**src/rtl/prescaler_pkg.sv**
```systemverilog
package prescaler_pkg;

    // Polarity of a Johnson counter tap used to build one phase
    typedef enum logic {
        TAP_TRUE = 1'b0,
        TAP_INV  = 1'b1
    } tap_pol_e;

    // Per-cycle decision made by the switch controller
    typedef struct packed {
        logic rise;   // divided output has just gone high
        logic take;   // step to the lagging neighbour this cycle
    } step_flags_t;

    // Raw phase j is tap (j mod half) of the counter, inverted for the upper half.
    function automatic tap_pol_e raw_polarity(int unsigned j, int unsigned n);
        return (j < n / 2) ? TAP_TRUE : TAP_INV;
    endfunction

    function automatic int unsigned raw_tap(int unsigned j, int unsigned n);
        return (j < n / 2) ? j : j - n / 2;
    endfunction

    // Selected index k maps to raw phase (n-k) mod n, so a lower index lags by one cycle.
    function automatic int unsigned raw_of_index(int unsigned k, int unsigned n);
        return (n - k) % n;
    endfunction

endpackage

```
**src/rtl/johnson_phase_gen.sv**
```systemverilog
module johnson_phase_gen #(
    parameter int PHASES = 8
) (
    input  logic              clk,
    input  logic              rst,
    output logic [PHASES/2-1:0] jq,
    output logic [PHASES-1:0] phases
);
    import prescaler_pkg::*;

    localparam int HALF = PHASES / 2;

    logic [PHASES-1:0] raw;

    always_ff @(posedge clk) begin
        if (rst) begin
            jq <= '0;
        end else begin
            jq <= {jq[HALF-2:0], ~jq[HALF-1]};
        end
    end

    for (genvar j = 0; j < PHASES; j++) begin : g_raw
        localparam int unsigned TAP = raw_tap(j, PHASES);
        if (raw_polarity(j, PHASES) == TAP_TRUE) begin : g_true
            assign raw[j] = jq[TAP];
        end else begin : g_inv
            assign raw[j] = ~jq[TAP];
        end
    end

    for (genvar k = 0; k < PHASES; k++) begin : g_order
        localparam int unsigned SRC = raw_of_index(k, PHASES);
        assign phases[k] = raw[SRC];
    end

endmodule

```
**src/rtl/phase_mux.sv**
```systemverilog
module phase_mux #(
    parameter int PHASES = 8,
    localparam int PTR_W = $clog2(PHASES)
) (
    input  logic [PHASES-1:0] phases,
    input  logic [PTR_W-1:0]  sel,
    output logic              out
);
    logic [PHASES-1:0] hit;

    for (genvar k = 0; k < PHASES; k++) begin : g_leg
        assign hit[k] = phases[k] & (sel == PTR_W'(k));
    end

    assign out = |hit;

endmodule

```
**src/rtl/switch_ctrl.sv**
```systemverilog
module switch_ctrl #(
    parameter int PHASES = 8,
    localparam int PTR_W = $clog2(PHASES)
) (
    input  logic             clk,
    input  logic             rst,
    input  logic             mux_out,
    input  logic             mod_ctl,
    output logic [PTR_W-1:0] ptr
);
    import prescaler_pkg::*;

    logic        out_d;
    step_flags_t flags;

    always_comb begin
        flags.rise = mux_out & ~out_d;
        flags.take = flags.rise & mod_ctl;
    end

    always_ff @(posedge clk) begin
        if (rst) begin
            out_d <= 1'b0;
            ptr   <= '0;
        end else begin
            out_d <= mux_out;
            if (flags.take) begin
                // step toward the lagging phase while both old and new are high
                ptr <= (ptr == '0) ? PTR_W'(PHASES - 1) : ptr - 1'b1;
            end
        end
    end

endmodule

```
**src/rtl/phase_switch_prescaler.sv**
```systemverilog
module phase_switch_prescaler #(
    parameter int PHASES = 8,
    localparam int PTR_W = $clog2(PHASES)
) (
    input  logic             clk,
    input  logic             rst,
    input  logic             mod_ctl,
    output logic             clk_div,
    output logic [PTR_W-1:0] phase_idx
);
    logic [PHASES/2-1:0] jq;
    logic [PHASES-1:0]   phases;
    logic                mux_out;

    johnson_phase_gen #(.PHASES(PHASES)) u_gen (
        .clk    (clk),
        .rst    (rst),
        .jq     (jq),
        .phases (phases)
    );

    phase_mux #(.PHASES(PHASES)) u_mux (
        .phases (phases),
        .sel    (phase_idx),
        .out    (mux_out)
    );

    switch_ctrl #(.PHASES(PHASES)) u_ctl (
        .clk     (clk),
        .rst     (rst),
        .mux_out (mux_out),
        .mod_ctl (mod_ctl),
        .ptr     (phase_idx)
    );

    assign clk_div = mux_out;

endmodule

```
**config.mk**
```make
export PLATFORM = sky130hd
export DESIGN_NAME = phase_switch_prescaler
export DESIGN_NICKNAME = d
export VERILOG_FILES = /design/src/rtl/prescaler_pkg.sv /design/src/rtl/johnson_phase_gen.sv /design/src/rtl/phase_mux.sv /design/src/rtl/switch_ctrl.sv /design/src/rtl/phase_switch_prescaler.sv
export SDC_FILE = /design/constraint.sdc
export NUM_CORES = 1
export LEC_CHECK = 0
export ABC_AREA = 1
export BUFFER_PORTS_ARGS = -buffer_cell sky130_fd_sc_hd__buf_2
export CAP_MARGIN = 20
export CORE_AREA = 2 2 39 41
export CTS_CLUSTER_DIAMETER = 120
export DETAILED_ROUTE_END_ITERATION = 16
export DIE_AREA = 0 0 41 43
export SETUP_SLACK_MARGIN = 0.4
export SYNTH_ARGS = -nofsm -noshare
export SYNTH_HDL_FRONTEND = slang
export SYNTH_SLANG_ARGS = --single-unit
export TNS_END_PERCENT = 10
```
**constraint.sdc**
```tcl
create_clock -name clk -period 2 [get_ports clk]
set_clock_uncertainty 0.15 [all_clocks]
set_input_delay 0.1 -clock clk [delete_from_list [all_inputs] [get_ports clk]]
set_output_delay 0.1 -clock clk [all_outputs]
set_load 0.03 [all_outputs]
```
==> results of run 1 <==
synthesized netlist by cell type:
master | count | share of area [%]
sky130_fd_sc_hd__dfxtp_1 | 8 | 36
sky130_fd_sc_hd__ha_1 | 5 | 14
sky130_fd_sc_hd__buf_6 | 1 | 2.5
sky130_fd_sc_hd__xor2_1 | 1 | 2.0
sky130_fd_sc_hd__nand2_1 | 7 | 5.9
sky130_fd_sc_hd__inv_2 | 1 | 0.83
sky130_fd_sc_hd__nand2_2 | 1 | 1.4
sky130_fd_sc_hd__inv_1 | 10 | 8.4
sky130_fd_sc_hd__nor2_1 | 12 | 10
sky130_fd_sc_hd__a21oi_1 | 4 | 4.5
sky130_fd_sc_hd__nor2_2 | 2 | 2.8
sky130_fd_sc_hd__nand3_1 | 11 | 12
stage by stage:
stage                     total power [mW]  hold WS (ns)
after global placement               0.690         0.200
after detailed placement             0.693         0.207
final                                 1.17         0.135
after CTS                             1.07         0.129
after floorplan                      0.619        0.0167
after global routing                  1.24         0.199
kinds of logic (layout without fill, tap and decap cells):
logic type,Yosys count,after routing,share of synthesized area (%)
xor+xnor,1,1,1.95
flops,8,8,35.7
buf+inv,12,31,11.7
compound gates,4,4,4.46
simple gates,33,33,32.3
fa+ha+maj,5,5,13.9
power breakdown:
part	internal [mW]	total, mW	switching [mW]
registers	0.211	0.282	0.0716
logic	0.350	0.746	0.396
clock network	0.0770	0.143	0.0663
total	0.638	1.17	0.534
layer usage:
metal	wire [um]	GRT usage, %	up-vias
met1	482	17.0	215
met2	656	24.1	15
met5	0	0	-
li1	-	-	232
met3	26	0	3
met4	28	12.0	0
layout make-up:
type	count	area (um2)
fill	128	677
multi-input combinational	43	329
sequential	8	169
timing repair buffer	16	114
inverter	11	48.8
clock buffer	4	26.3
tap	16	20.0
registers in the layout (all words and copies together), names as in the netlist:
register,flops
u_ctl.out_d,1
u_gen.jq,4
u_ctl.ptr,3
what timing repair did:
action	CTS	global route
cloned	0	0
hold endpoints to repair	5	0
pin swaps	9	7
setup buffers	7	2
hold buffers	1	0
gates resized for setup	20	6
setup endpoints to repair	1	4
worst max-delay path by stage:
stage / slack, ns / startpoint / end / cells past startpoint
global route: 0.32 / u_ctl.ptr[0]$_SDFFE_PP0P_ / clk_div / 7
detailed placement: 0.48 / u_ctl.ptr[0]$_SDFFE_PP0P_ / u_ctl.ptr[2]$_SDFFE_PP0P_ / 8
finish: 0.35 / u_ctl.ptr[1]$_SDFFE_PP0P_ / clk_div / 7
global placement: 0.49 / u_ctl.ptr[0]$_SDFFE_PP0P_ / u_ctl.ptr[0]$_SDFFE_PP0P_ / 8
CTS: 0.39 / u_ctl.ptr[0]$_SDFFE_PP0P_ / clk_div / 6
floorplan: 0.42 / u_ctl.ptr[0]$_SDFFE_PP0P_ / u_ctl.ptr[2]$_SDFFE_PP0P_ / 8
critical path: cells and delay by family (launching register included):
| family | cells | cell delay (ns) |
|---|---|---|
| fa+ha+maj | 1 | 0.16 |
| simple gates | 4 | 0.37 |
| flops | 1 | 0.39 |
| buf+inv | 2 | 0.19 |
==> impl_table.tex, run 1 <==
\begin{tabular}{lr}
\hline
Metric & Value \\
\hline
\multicolumn{2}{l}{\textbf{Clocking}} \\
Total clock buffers created by CTS & 3 \\
Sinks on Clock Net & 8 \\
TritonCTS clock tree & yes \\
Clock Root Buffer & sky130\_fd\_sc\_hd\_\_clkbuf\_4 \\
H-tree depth & 1 \\
Source-to-sink clock delay at the later pin of the worst-skew pair & $\sim$0.27 ns \\
Maximum count of clock buffers along a single path & 2 \\
Reg clk slew, reported paths & 0.07 ns \\
\multicolumn{2}{l}{\textbf{Routing}} \\
First-pass DRT Iterations & 4 \\
Avg Vias per Cell & 4.74 \\
Number of design-rule violations left by the first detailed-router iteration & 14 \\
Total length of routed wires & 1190 um \\
Final ANT Viol Nets & 0 \\
Avg WL per Cell & 12.2 um \\
Drc violations & 0 \\
Number of vias in the routed layout & 465 \\
\multicolumn{2}{l}{\textbf{Critical path}} \\
Length in cells of the worst reg-to-reg path & 9 \\
Top fanout value on the critical path & 4 \\
Endpoint class of the critical path & primary output \\
CP Data Arrival Time & 1.40 ns \\
CP cell instances & inv\_4 > ha\_4 > nand3\_2 > nand2\_2 > nor2\_4 > nand2\_4 > buf\_6 \\
Reg-to-reg endpoint & u\_ctl.ptr[2]\$\_SDFFE\_PP0P\_ \\
Launching element type of the critical path & register \\
Startpoint of the worst-slack reg-to-reg timing path & u\_ctl.ptr[1]\$\_SDFFE\_PP0P\_ \\
Required @ worst endpoint & 1.75 ns \\
Setup slack of the worst register-to-register path & about 0.43 ns \\
Type of the worst setup path & register to primary output \\
Worst path max stage delay & 0.39 ns \\
Slowest cell on crit path & sky130\_fd\_sc\_hd\_\_dfxtp\_4 \\
\multicolumn{2}{l}{\textbf{Placement}} \\
Post-DP HPWL & 627 um \\
Placed Cells & 84 \\
Instance area at placement & roughly 500 um2 \\
Count of buffers from port buffering & 6 \\
Routability-driven placement congestion ratio & between 0.7 and 0.8 \\
Post-place setup slack & 0.484 ns \\
\multicolumn{2}{l}{\textbf{Finish}} \\
Final non-filler cell total & 98 \\
Ratio of cells with drive above 1 in the final layout & 48.8\% \\
Number of nets in the finished design & slightly above 90 \\
Final Core Density & roughly half \\
Leading cell type in the layout, fill and taps excluded & sky130\_fd\_sc\_hd\_\_nor2\_1 \\
\# diodes & 0 \\
Finished Cell Area & just over 700 um2 \\
Syn-to-layout area delta & 57.4\% \\
Leading cell types in the layout, fill and taps excluded & sky130\_fd\_sc\_hd\_\_nor2\_1 (12), sky130\_fd\_sc\_hd\_\_buf\_4 (9), sky130\_fd\_sc\_hd\_\_inv\_1 (8), sky130\_fd\_sc\_hd\_\_nand3\_2 (6) \\
\multicolumn{2}{l}{\textbf{Logic synthesis}} \\
Mapped Nets & 71 \\
Post-Syn Area per Cell & 7.13 um2 \\
Gate count after technology mapping & 63 \\
Sequential fraction of the synthesis area & around 36\% \\
Netlist area before placement & between 400 and 500 um2 \\
Post-synthesis sequential element count & 8 \\
Synthesis warning total & 0 \\
Distinct cell type count after synthesis & 12 \\
\multicolumn{2}{l}{\textbf{Floorplan}} \\
Row count & 14 \\
Total Die Area & around 1800 um2 \\
Horiz. Die Dim & $\sim$41 um \\
Starting density of the core & 32.5\% \\
Height of the die & 43 um \\
Area inside the core boundary & 1380 um2 \\
Number of top-level design ports & 7 \\
\multicolumn{2}{l}{\textbf{Outcome}} \\
Result of the run & completed \\
\multicolumn{2}{l}{\textbf{Global routing}} \\
Via count of the first global-routing pass & 417 \\
Overall track demand over capacity in global routing & between 10\% and 20\% \\
Largest net degree at the start of global routing & 10 \\
Wire length of the first global-routing pass & between 1500 and 2000 um \\
Initial antenna violation count & 0 \\
Sum of overflow across all layers after global routing & 0 \\
\multicolumn{2}{l}{\textbf{Timing}} \\
Headroom to the max-slew limit & about three quarters \\
Share of the clock period used by the worst path & 82.3\% \\
Final min period & 1.65 ns \\
Total setup violations reported at the end of the flow & 0 \\
Final number of max-transition violations & 0 \\
Max Clk Rate & 608 MHz \\
Setup slack after layout & 0.355 ns \\
Final number of hold-violating endpoints & 0 \\
Transition time at the pin with the least slew margin & 0.376 ns \\
Setup Total Neg Slack & 0 ns \\
Unrepaired setup endpoints after global routing & yes \\
\multicolumn{2}{l}{\textbf{Min path}} \\
End of the worst hold path & u\_ctl.ptr[0]\$\_SDFFE\_PP0P\_ \\
Hold depth & 5 \\
HP Class & input pin to register \\
Worst hold start & mod\_ctl \\
\multicolumn{2}{l}{\textbf{Flow run}} \\
Max Cap Violations & 0 \\
\multicolumn{2}{l}{\textbf{Power}} \\
Total power per unit cell area & 1660 nW/um2 \\
Leakage power & roughly 0.33 nW \\
Worst-case vdd ir drop & 727 uV \\
\hline
\end{tabular}
Note: power is estimated with default switching activity, not from simulation.
==> run 2, diff against run 1 <==
==> constraint.sdc (replaced) <==
create_clock -name clk -period 1.4 [get_ports clk]
set_clock_uncertainty 0.15 [all_clocks]
set_input_delay 0.07 -clock clk [delete_from_list [all_inputs] [get_ports clk]]
set_output_delay 0.07 -clock clk [all_outputs]
set_load 0.03 [all_outputs]
==> impl_table.tex, run 2 (synthesis gave the netlist of run 1 again) <==
\begin{tabular}{lr}
\hline
Metric & Value \\
\hline
\multicolumn{2}{l}{\textbf{Critical path}} \\
CP Data Arrival Time & 1.33 ns (was 1.40 ns) \\
Required @ worst endpoint & 1.18 ns (was 1.75 ns) \\
Startpoint of the worst-slack reg-to-reg timing path & u\_ctl.ptr[0]\$\_SDFFE\_PP0P\_ (was u\_ctl.ptr[1]\$\_SDFFE\_PP0P\_) \\
Launching element type of the critical path & register (unchanged) \\
Worst path max stage delay & 0.40 ns (was 0.39 ns) \\
CP cell instances & inv\_6 > ha\_4 > nand3\_2 > nand2\_2 > nor2\_4 > nand2\_4 > buf\_6 (was inv\_4 > ha\_4 > nand3\_2 > nand2\_2 > nor2\_4 > nand2\_4 > buf\_6) \\
Endpoint class of the critical path & primary output (unchanged) \\
Sum of buffers and inverters on the critical path & 2 (unchanged) \\
Critical path launch point & u\_ctl.ptr[0]\$\_SDFFE\_PP0P\_ (was u\_ctl.ptr[1]\$\_SDFFE\_PP0P\_) \\
Top fanout value on the critical path & 4 (unchanged) \\
Slowest cell on crit path & sky130\_fd\_sc\_hd\_\_dfxtp\_4 (unchanged) \\
Type of the worst setup path & register to primary output (unchanged) \\
Kind of cell adding the most delay to the critical path & flip-flops (unchanged) \\
\multicolumn{2}{l}{\textbf{Clocking}} \\
Clock Root Buffer & sky130\_fd\_sc\_hd\_\_clkbuf\_4 (unchanged) \\
Sinks on Clock Net & 8 (unchanged) \\
H-tree depth & 1 (unchanged) \\
Source-to-sink clock delay at the later pin of the worst-skew pair & 0.26 ns (was 0.27 ns) \\
Maximum count of clock buffers along a single path & 2 (unchanged) \\
Reg clk slew, reported paths & 0.06 ns (was 0.07 ns) \\
TritonCTS clock tree & yes (unchanged) \\
Total clock buffers created by CTS & 3 (unchanged) \\
\multicolumn{2}{l}{\textbf{Routing}} \\
Number of vias in the routed layout & 419 (was 465) \\
Drc violations & 0 (unchanged) \\
First-pass DRT Iterations & 2 (was 4) \\
Total length of routed wires & 1020 um (was 1190 um) \\
Avg Vias per Cell & 4.51 (was 4.74) \\
Final ANT Viol Nets & 0 (unchanged) \\
Avg WL per Cell & 11.0 um (was 12.2 um) \\
Number of design-rule violations left by the first detailed-router iteration & 3 (was 14) \\
\multicolumn{2}{l}{\textbf{Finish}} \\
Final Core Density & 51.0\% (was 51.1\%) \\
Largest register by flop count & u\_gen.jq (unchanged) \\
Ratio of cells with drive above 1 in the final layout & 49.4\% (was 48.8\%) \\
Number of flip-flops under the largest register name & 4 (unchanged) \\
Syn-to-layout area delta & 57.1\% (was 57.4\%) \\
Combined area of the multi-input logic cells & 333 um2 (was 329 um2) \\
Filler Cell Count & 134 (was 128) \\
Number of nets in the finished design & 87 (was 91) \\
Finished Cell Area & 706 um2 (was 707 um2) \\
Seq. cell area & 171 um2 (was 169 um2) \\
Leading cell types in the layout, fill and taps excluded & sky130\_fd\_sc\_hd\_\_nor2\_1 (12), sky130\_fd\_sc\_hd\_\_inv\_1 (8), sky130\_fd\_sc\_hd\_\_nand3\_1 (7), sky130\_fd\_sc\_hd\_\_buf\_6 (6), sky130\_fd\_sc\_hd\_\_dfxtp\_1 (5) (was sky130\_fd\_sc\_hd\_\_nor2\_1 (12), sky130\_fd\_sc\_hd\_\_buf\_4 (9), sky130\_fd\_sc\_hd\_\_inv\_1 (8), sky130\_fd\_sc\_hd\_\_nand3\_2 (6)) \\
\# diodes & 0 (unchanged) \\
Leading cell type in the layout, fill and taps excluded & sky130\_fd\_sc\_hd\_\_nor2\_1 (unchanged) \\
Registers with the most flip-flops & u\_gen.jq: 4 flops, u\_ctl.ptr: 3 flops, u\_ctl.out\_d: 1 flops (unchanged) \\
\multicolumn{2}{l}{\textbf{Timing}} \\
Final number of hold-violating endpoints & 0 (unchanged) \\
Final number of max-transition violations & 0 (unchanged) \\
Share of the clock period used by the worst path & 111\% \\
Final min period & 1.55 ns \\
Total setup violations reported at the end of the flow & 4 (was 0) \\
Unrepaired setup endpoints after global routing & yes (unchanged) \\
Setup slack after layout & -0.148 ns (was 0.355 ns) \\
Transition time at the pin with the least slew margin & 0.521 ns (was 0.376 ns) \\
Max Clk Rate & 646 MHz \\
Setup Total Neg Slack & -0.463 ns (was 0 ns) \\
Headroom to the max-slew limit & 65.1\% (was 74.8\%) \\
Fin Hold WS & 0.143 ns (was 0.135 ns) \\
\multicolumn{2}{l}{\textbf{Floorplan}} \\
Area inside the core boundary & 1380 um2 (unchanged) \\
Total Die Area & 1760 um2 (unchanged) \\
Row count & 14 (unchanged) \\
Number of top-level design ports & 7 (unchanged) \\
Horiz. Die Dim & 41 um (unchanged) \\
Starting density of the core & 32.5\% (unchanged) \\
Height of the die & 43 um (unchanged) \\
\multicolumn{2}{l}{\textbf{Global routing}} \\
Largest net degree at the start of global routing & 7 (was 10) \\
Global-route track usage on met1 & 17.9\% (was 17.0\%) \\
Initial antenna violation count & 0 (unchanged) \\
Overall track demand over capacity in global routing & 14.6\% (was 14.8\%) \\
Grt met2 use & 21.6\% (was 24.1\%) \\
Via count of the first global-routing pass & 417 (unchanged) \\
GRT met3 Usage & 4.71\% (was 0\%) \\
Sum of overflow across all layers after global routing & 0 (unchanged) \\
Routing layer with the top usage in global route & met2 (unchanged) \\
Wire length of the first global-routing pass & 1700 um (was 1740 um) \\
\multicolumn{2}{l}{\textbf{Placement}} \\
Post-DP HPWL & 724 um (was 627 um) \\
Count of buffers from port buffering & 6 (unchanged) \\
Routability-driven placement congestion ratio & 0.772 (was 0.738) \\
Instance area at placement & 568 um2 (was 500 um2) \\
\multicolumn{2}{l}{\textbf{Power}} \\
Total power per unit cell area & 2310 nW/um2 (was 1660 nW/um2) \\
Leakage power & 0.316 nW (was 0.329 nW) \\
Total design power & 1.63 mW (was 1.17 mW) \\
Worst-case vdd ir drop & 1030 uV (was 727 uV) \\
\multicolumn{2}{l}{\textbf{Min path}} \\
HP Class & input pin to register (unchanged) \\
Worst hold start & mod\_ctl (unchanged) \\
\multicolumn{2}{l}{\textbf{Outcome}} \\
Violated checks & setup timing \\
Result of the run & finished with violations (was completed) \\
\multicolumn{2}{l}{\textbf{Flow run}} \\
Max Cap Violations & 0 (unchanged) \\
\hline
\end{tabular}
run 2: cell count changes in the layout (fill, tap and decap cells not counted), sizes merged:
cell / delta
buf: -4
clkbuf: -1
run 2: area by class of cell:
cell class | count | share of cell area, %
clock buffers | 3 | 3.19
flip-flops and latches | 8 | 24.3
repair buffers | 12 | 15.6
multi-input cells | 43 | 47.2
inverters | 11 | 6.91
well taps | 16 | 2.84
run 2: worst paths after layout:
| kind | end | slack, ns | cells past startpoint |
|---|---|---|---|
| max | clk_div | -0.15 | 7 |
| min reg2reg | u_gen.jq[2]$_SDFF_PP0_ | 0.30 | 2 |
| min | u_ctl.ptr[0]$_SDFFE_PP0P_ | 0.14 | 5 |
| max reg2reg | u_ctl.ptr[2]$_SDFFE_PP0P_ | -0.14 | 10 |
run 2: metal layers:
metal	vias to the layer above	wire, um
met2	6	546
met5	-	0
met4	0	12
met3	2	21
li1	222	-
met1	189	439
run 2: timing repair:
item	in CTS	in global routing
setup buffers	2	0
pin swaps	9	7
gates resized for setup	17	7
hold buffers	1	0
hold endpoints to repair	5	0
setup endpoints to repair	8	8
run 2: worst reg2reg max path: cells and delay by family, from the launching register on:
family        cells  cell delay [ns]
flops             1             0.40
buf+inv           2             0.18
fa+ha+maj         1             0.16
simple gates      7             0.57
run 2: stage by stage:
| stage | cells | worst slack [ns] |
|---|---|---|
| 6_report | 93 | -0.148 |
| 2_1_floorplan | 63 | -0.0996 |
| 3_3_place_gp | 87 | -0.0270 |
| 5_1_grt | 93 | -0.212 |
| 3_5_place_dp | 87 | -0.0450 |
| 4_1_cts | 93 | -0.182 |
run 2: where the power goes:
group / internal, mW / total [mW] / switching [mW]
Clock: 0.0984 / 0.181 / 0.0822
Combinational: 0.486 / 1.06 / 0.571
Sequential: 0.306 / 0.395 / 0.0895
Total: 0.891 / 1.63 / 0.743
